--- config.mk ---
export PLATFORM = sky130hd
export DESIGN_NAME = dir_home_ctrl
export DESIGN_NICKNAME = d
export VERILOG_FILES = /design/src/rtl/dir_home_ctrl.sv
export SDC_FILE = /design/constraint.sdc
export NUM_CORES = 1
export LEC_CHECK = 0
export BUFFER_PORTS_ARGS = -buffer_cell sky130_fd_sc_hd__buf_2
export CAP_MARGIN = 20
export CORE_MARGIN = 2
export CORE_UTILIZATION = 40
export CTS_BUF_LIST = sky130_fd_sc_hd__clkbuf_8
export DETAILED_ROUTE_END_ITERATION = 8
export PLACE_DENSITY = 0.72
export SLEW_MARGIN = 20
export SYNTH_ARGS = -nofsm -noshare
export SYNTH_HDL_FRONTEND = slang
export SYNTH_SLANG_ARGS = --single-unit
--- constraint.sdc ---
create_clock -name clk -period 3.5 [get_ports clk]
set_clock_uncertainty 0.2 [all_clocks]
set_input_delay 0.7 -clock clk [delete_from_list [all_inputs] [get_ports clk]]
set_output_delay 0.7 -clock clk [all_outputs]
set_load 0.02 [all_outputs]
--- src/rtl/dir_home_ctrl.sv ---
module dir_home_ctrl #(
  parameter int K    = 4,
  parameter int NBLK = 16,
  parameter int DW   = 32
) (
  input  logic                     clk,
  input  logic                     rst_n,
  input  logic                     req_valid,
  output logic                     req_ready,
  input  logic                     req_write,
  input  logic [$clog2(K)-1:0]     req_src,
  input  logic [$clog2(NBLK)-1:0]  req_blk,
  output logic                     msg_valid,
  input  logic                     msg_ready,
  output logic [1:0]               msg_kind,
  output logic [K-1:0]             msg_mask,
  output logic [$clog2(NBLK)-1:0]  msg_blk,
  input  logic                     ack_valid,
  input  logic [$clog2(K)-1:0]     ack_src,
  input  logic [DW-1:0]            ack_data,
  output logic                     mem_en,
  output logic                     mem_we,
  output logic [$clog2(NBLK)-1:0]  mem_addr,
  output logic [DW-1:0]            mem_wdata,
  input  logic [DW-1:0]            mem_rdata,
  output logic                     rsp_valid,
  output logic [$clog2(K)-1:0]     rsp_dst,
  output logic                     rsp_excl,
  output logic [DW-1:0]            rsp_data
);
  localparam int PW = $clog2(K);
  localparam int BW = $clog2(NBLK);
  localparam int CW = $clog2(K) + 1;
  localparam logic [1:0] K_INV  = 2'd0;
  localparam logic [1:0] K_SHR  = 2'd1;
  localparam logic [1:0] K_RINV = 2'd2;

  typedef enum logic [2:0] {S_IDLE, S_SEND, S_WAIT, S_MRD, S_MWR, S_RSP} st_t;

  function automatic logic [CW-1:0] popc(input logic [K-1:0] v);
    popc = '0;
    for (int i = 0; i < K; i++) popc = popc + CW'(v[i]);
  endfunction

  logic [K-1:0]  pres [NBLK];
  logic [NBLK-1:0] dirt;

  st_t           st;
  logic          op_wr;
  logic [PW-1:0] src_q;
  logic [BW-1:0] blk_q;
  logic [1:0]    kind_q;
  logic [K-1:0]  mask_q;
  logic [K-1:0]  pend;
  logic [CW-1:0] cnt;
  logic [DW-1:0] cap;
  logic          from_mem;

  logic [K-1:0]  self_in, self_q, cur_p, wmask, need_mask;
  logic          cur_d, need_msg;
  logic [1:0]    need_kind;

  assign self_in = K'(1) << req_src;
  assign self_q  = K'(1) << src_q;
  assign cur_p   = pres[req_blk];
  assign cur_d   = dirt[req_blk];
  assign wmask   = cur_p & ~self_in;

  always_comb begin
    need_msg  = 1'b0;
    need_kind = K_INV;
    need_mask = '0;
    if (!req_write) begin
      if (cur_d) begin
        need_msg  = 1'b1;
        need_kind = K_SHR;
        need_mask = cur_p;
      end
    end else if (wmask != '0) begin
      need_msg  = 1'b1;
      need_kind = cur_d ? K_RINV : K_INV;
      need_mask = wmask;
    end
  end

  assign req_ready = (st == S_IDLE);
  assign msg_valid = (st == S_SEND);
  assign msg_kind  = kind_q;
  assign msg_mask  = mask_q;
  assign msg_blk   = blk_q;
  assign mem_en    = (st == S_MRD) || (st == S_MWR);
  assign mem_we    = (st == S_MWR);
  assign mem_addr  = blk_q;
  assign mem_wdata = cap;
  assign rsp_valid = (st == S_RSP);
  assign rsp_dst   = src_q;
  assign rsp_excl  = op_wr;
  assign rsp_data  = from_mem ? mem_rdata : cap;

  always_ff @(posedge clk) begin
    if (!rst_n) begin
      st       <= S_IDLE;
      op_wr    <= 1'b0;
      src_q    <= '0;
      blk_q    <= '0;
      kind_q   <= K_INV;
      mask_q   <= '0;
      pend     <= '0;
      cnt      <= '0;
      cap      <= '0;
      from_mem <= 1'b0;
      dirt     <= '0;
      for (int b = 0; b < NBLK; b++) pres[b] <= '0;
    end else begin
      unique case (st)
        S_IDLE: if (req_valid) begin
          op_wr  <= req_write;
          src_q  <= req_src;
          blk_q  <= req_blk;
          kind_q <= need_kind;
          mask_q <= need_mask;
          if (need_msg) begin
            st <= S_SEND;
          end else begin
            from_mem <= 1'b1;
            st       <= S_MRD;
          end
        end
        S_SEND: if (msg_ready) begin
          pend <= mask_q;
          cnt  <= popc(mask_q);
          st   <= S_WAIT;
        end
        S_WAIT: begin
          if (cnt == '0) begin
            if (!op_wr) begin
              st <= S_MWR;
            end else if (kind_q == K_RINV) begin
              from_mem <= 1'b0;
              st       <= S_RSP;
            end else begin
              from_mem <= 1'b1;
              st       <= S_MRD;
            end
          end else if (ack_valid && pend[ack_src]) begin
            pend[ack_src] <= 1'b0;
            cnt           <= cnt - 1'b1;
            if (kind_q != K_INV) cap <= ack_data;
          end
        end
        S_MWR: begin
          from_mem <= 1'b0;
          st       <= S_RSP;
        end
        S_MRD: st <= S_RSP;
        S_RSP: begin
          if (op_wr) begin
            pres[blk_q] <= self_q;
            dirt[blk_q] <= 1'b1;
          end else begin
            pres[blk_q] <= pres[blk_q] | self_q;
            dirt[blk_q] <= 1'b0;
          end
          st <= S_IDLE;
        end
        default: st <= S_IDLE;
      endcase
    end
  end
endmodule

Yosys cells after proc, flatten, opt, wreduce, memory -nomap -nowiden

Memories as Yosys holds them, arrays and structs flattened. A register that Yosys moved wholly into a read port is not among the register bits.
Index checks and enable logic that the tools add are counted.
W data, S select, Z words.

Bits in registers: 72
Bits in writable memories: 64
Word-level logic and storage cells: 119
Memories: 1

$add $sub $neg: 4
Order comparisons: 5
Equal/unequal tests: 13
Shifts and indexed selects: 2
Mux-type cells: 56
Bitwise operators: 10
Reductions and logical operators: 17

Memories:

| name | words | width | rd ports | clocked after Yosys merged registers in | wr ports | RTL line | text |
|---|---|---|---|---|---|---|---|
| pres | 16    | 4     | 2        | 1                                       | 16       | 45       | `logic [K-1:0] pres [NBLK];` |

Operators by type and width:

| operator              | count |
|---|---|
| $mux W4               | 11 |
| $mux W32              | 1 |
| $mux W3               | 8 |
| $mux W1               | 23 |
| $and A16 B16 Y16      | 1 |
| $mux W16              | 1 |
| $not A16 Y16          | 1 |
| $or A16 B16 Y16       | 1 |
| $ne A2 B2 Y1 const B  | 6 |
| $pmux W3 S4           | 1 |
| $lt A4 B5 Y1 const B  | 2 |
| $and A4 B4 Y4         | 2 |
| $mux W2               | 4 |
| $not A4 Y4            | 2 |
| $pmux W4 S2           | 1 |
| $reduce_and A4 Y1     | 2 |
| $shl A1 B2 Y4 const A | 2 |
| $eq A3 B2 Y1 const B  | 2 |
| $eq A3 B3 Y1 const B  | 2 |
| $logic_not A3 Y1      | 2 |
| $pmux W3 S2           | 1 |
| $reduce_and A5 Y1     | 1 |
| $bmux W1 S4           | 1 |
| $demux W1 S4          | 1 |
| other kinds (25)      | 28 |

Longest topological paths before layout

Word-level depth: 9
Depth in mapped cells: 9

Worst setup path after synthesis

OpenSTA, ideal clock, no wires.

Kind: input to register
From: input req_blk[1]
To: register mask_q[2] (netlist: msg_mask[2])
Library setup time: 0.070 ns
Data arrival time: 2.415 ns
Data required time: 3.230 ns
Path slack: 0.814 ns
Stages: 7
Path buffers: 1
Cell sequence: buf_6 mux4_1 mux4_2 nor2_4 a21oi_1 or3_1 a21oi_1

Longest elaborated chain between the ends: 5
Elaborated cells between the ends (all ways): 8

RTL lines:

| element              | RTL line | text |
|---|---|---|
| start, declared      | 12       | `input logic [$clog2(NBLK)-1:0] req_blk,` |
| $mem_v2 Z16 W4       | n/a      |  |
| $and A4 B4 Y4        | 67       | `assign wmask = cur_p & ~self_in;` |
| $reduce_bool A4 Y1   | 79       | `end else if (wmask != '0) begin` |
| $mux W4              | 79       |  |
| $mux W4 *            | 73       | `if (!req_write) begin` |
| end signal, assigned | 121      | `mask_q <= need_mask;` |
| end, declared        | 53       | `logic [K-1:0] mask_q;` |

Mark *: on every way between the ends. The rest lies on a longest branch, timed or not. The select of a mux whose other input is x is not followed.
A chain may end at the register's enable or synchronous reset.

==> impl_metrics.json <==
{
  "synthCells": 652,
  "grt.total_usage": 0.206,
  "layout_worst_path_cycle_share": 0.807,
  "cp.arrival_ns": 2.93,
  "p_comb_frac": 0.175,
  "wirelength_um": 19800,
  "die-area_um2": 19100,
  "maxSlewViolCount": 0,
  "cts_buffers": 17,
  "vias_per_cell": 5.55,
  "clkTransAtPathRegs_ns": 0.09,
  "dieHeight_um": 138,
  "crit_path_start_kind": "flop",
  "ant_nets": 0,
  "synth_top_family_by_area": "multiplexers",
  "cpPeakStageDelay_ns": 0.58,
  "path_cells": "inv_1 -> nor3b_2 -> nand2_1 -> nor3b_1 -> nand3_1 -> nor2_1",
  "cts.repair_timing.setup_buffer_count": 0,
  "ys_ff_latch": 140,
  "areaGrowthSynthToFinish_pct": 19.0,
  "critPathMaxFanout": 12,
  "finalSetupViolCount": 0,
  "clockPowerShare": 0.360,
  "cap_viol_max_count": 0,
  "cts_resized": 0,
  "cts_tree": "done",
  "synth_ff_type": "dfxtp_1",
  "fmax_mhz": 354,
  "synth.cell_area_um2": 7190,
  "worst_pin_slew_ns": 0.821,
  "syn_area_per_cell_um2": 11.0,
  "max-vdd-ir-drop_mv": 0.199,
  "htreeDepth": 4,
  "clock-sinks": 140,
  "yosys.area_share.simple": 0.133,
  "first_pass_iters": 5,
  "synth_xor_area_frac": 0,
  "fin_nets": 882,
  "clk_path_buf_depth": 2,
  "crit_slowest_cell": "dfxtp_1",
  "yosysWarnings": 0,
  "p_switching_mw": 1.15,
  "synth_fp_nets": 735,
  "ctsHoldBuffers": 0,
  "leakagePower_nw": 3.36,
  "synth_compound_area_frac": 0.0752,
  "stdcell_count": 1043,
  "cp-end-kind": "flop",
  "synth-adder-area-share": 0.00975,
  "critPathRequiredTime_ns": 3.60,
  "synth_top_area_cell": "edfxtp_1",
  "core_area_um2": 17800,
  "gp_congestion": 0.939,
  "post_drt_wl_per_cell_um": 19.0,
  "async_flop_share": 0,
  "tns_ns": 0,
  "synth.most_common_cell": "nor2_1",
  "grt_antenna_before_repair": 2,
  "sequentialPowerShare": 0.465,
  "clkLatencyLatePin_ns": 0.46,
  "synth.area.top_cells": "edfxtp_1, dfxtp_1, mux4_2",
  "drive_gt1_frac": 0.363,
  "internal-power_mw": 2.79,
  "synthMuxAreaShare": 0.249,
  "slew_headroom": 0.447,
  "synthTopCellsByCount": "nor2_1, dfxtp_1, edfxtp_1",
  "io_pins": 164,
  "drc": 0,
  "start_util": 0.404,
  "overflow": 0,
  "hold_viol_final": 0,
  "fin_crit_ns": 2.83,
  "rows": 49,
  "num-fill-cells": 1671,
  "dp_cells": 1009,
  "dp_hpwl_um": 14700,
  "synth_edf_count": 64,
  "port_buffers": 163,
  "synth_top_cell_area_share": 0.267,
  "grt_pass1_vias": 5470,
  "p_sw_frac": 0.291,
  "powerDensity_nw_per_um2": 460,
  "die_x_um": 138,
  "min-delay-path-class": "input pin to flop",
  "grt_max_degree": 34,
  "status": "completed",
  "yosysSeqAreaShare": 0.479,
  "rsz0062_at_grt": "no",
  "crit_type": "flop to flop",
  "drt-initial-drc-count": 545,
  "root_buffer": "clkbuf_8",
  "vias": 5791,
  "grt_pass1_wl_um": 30300,
  "synth_cell_type_count": 51
}
## critical path: cells and delay by family, from the launching register on
| kind | cells | cell delay, ns |
|---|---|---|
| flops | 1 | 0.58 |
| buf+inv | 1 | 0.15 |
| simple gates | 5 | 1.73 |
## power by group through the flow
stage / clock network (mW) / registers, mW / logic, mW
global placement: 0 / 1.86 / 0.674
finish: 1.42 / 1.83 / 0.689
global route: 1.52 / 1.84 / 0.738
floorplan: 0 / 1.83 / 0.514
detailed placement: 0 / 1.87 / 0.684
CTS: 1.45 / 1.83 / 0.686
## through the flow
step	instance area (um2)	power, mW	utilization	hold WS (ns)	setup slack [ns]
2_1_floorplan	7190	2.34	-	0.246	0.814
3_3_place_gp	8120	2.54	0.457	0.259	0.367
3_5_place_dp	8120	2.55	0.457	0.265	0.287
4_1_cts	8550	3.96	0.481	0.243	0.746
5_1_grt	8560	4.09	0.481	0.250	0.521
6_report	8560	3.94	0.481	0.267	0.674
## final cells by class
class                      instances  area, um2  area share
inverter                          33        124      0.0145
antenna                            2       5.00    0.000585
clock buffer                      18        248      0.0289
multi-input combinational        432       3360       0.393
sequential                       140       3440       0.402
clock inverter                    14        183      0.0213
timing repair buffer             175        906       0.106
tap                              229        287      0.0335
## cell families after synthesis
kind of cell               after synthesis
muxes                                  121
adders and majority gates                5
AOI/OAI and AO/OA                       92
DFF                                    140
and+or+nand+nor                        214
buffers and inverters                   80
## per-layer routing
metal  vias up  GRT usage  wire length [um]
li1       2648          -                 -
met1      2772      0.262              7680
met2       320      0.332              9600
met3        51     0.0575              1890
met4         0     0.0854               620
met5         -          0                 0
## path summary, 6_finish.rpt
check | from | end | slack, ns | depth (start not counted)
setup / recovery | st[2] | pres[14][2] | 0.67 | 6
hold / removal | ack_data[12] | mem_wdata[12] | 0.27 | 3
setup reg to reg | st[2] | pres[14][2] | 0.67 | 6
hold reg to reg | pend[2] | pend[2] | 0.28 | 2
## cells in the final DEF (no fill, tap or decap), drive strengths merged, types with 2 or more instances in the layout
master   instances
a211oi           3
dfxtp           76
nor3             4
edfxtp          64
nand2b           5
mux2i           41
o2111ai          2
o22ai           15
nand3            9
nor2b            7
clkbuf          18
buf            175
a21oi           34
clkinv           4
nor3b            6
o21ai           26
mux4            42
nor2           118
mux2            38
or3              3
a22oi            4
a31oi            3
or2              4
bufinv           3
diode            2
nand3b           2
and2             4
nand2           45
ha               4
inv             39
Power figures use the tool's default switching activity.
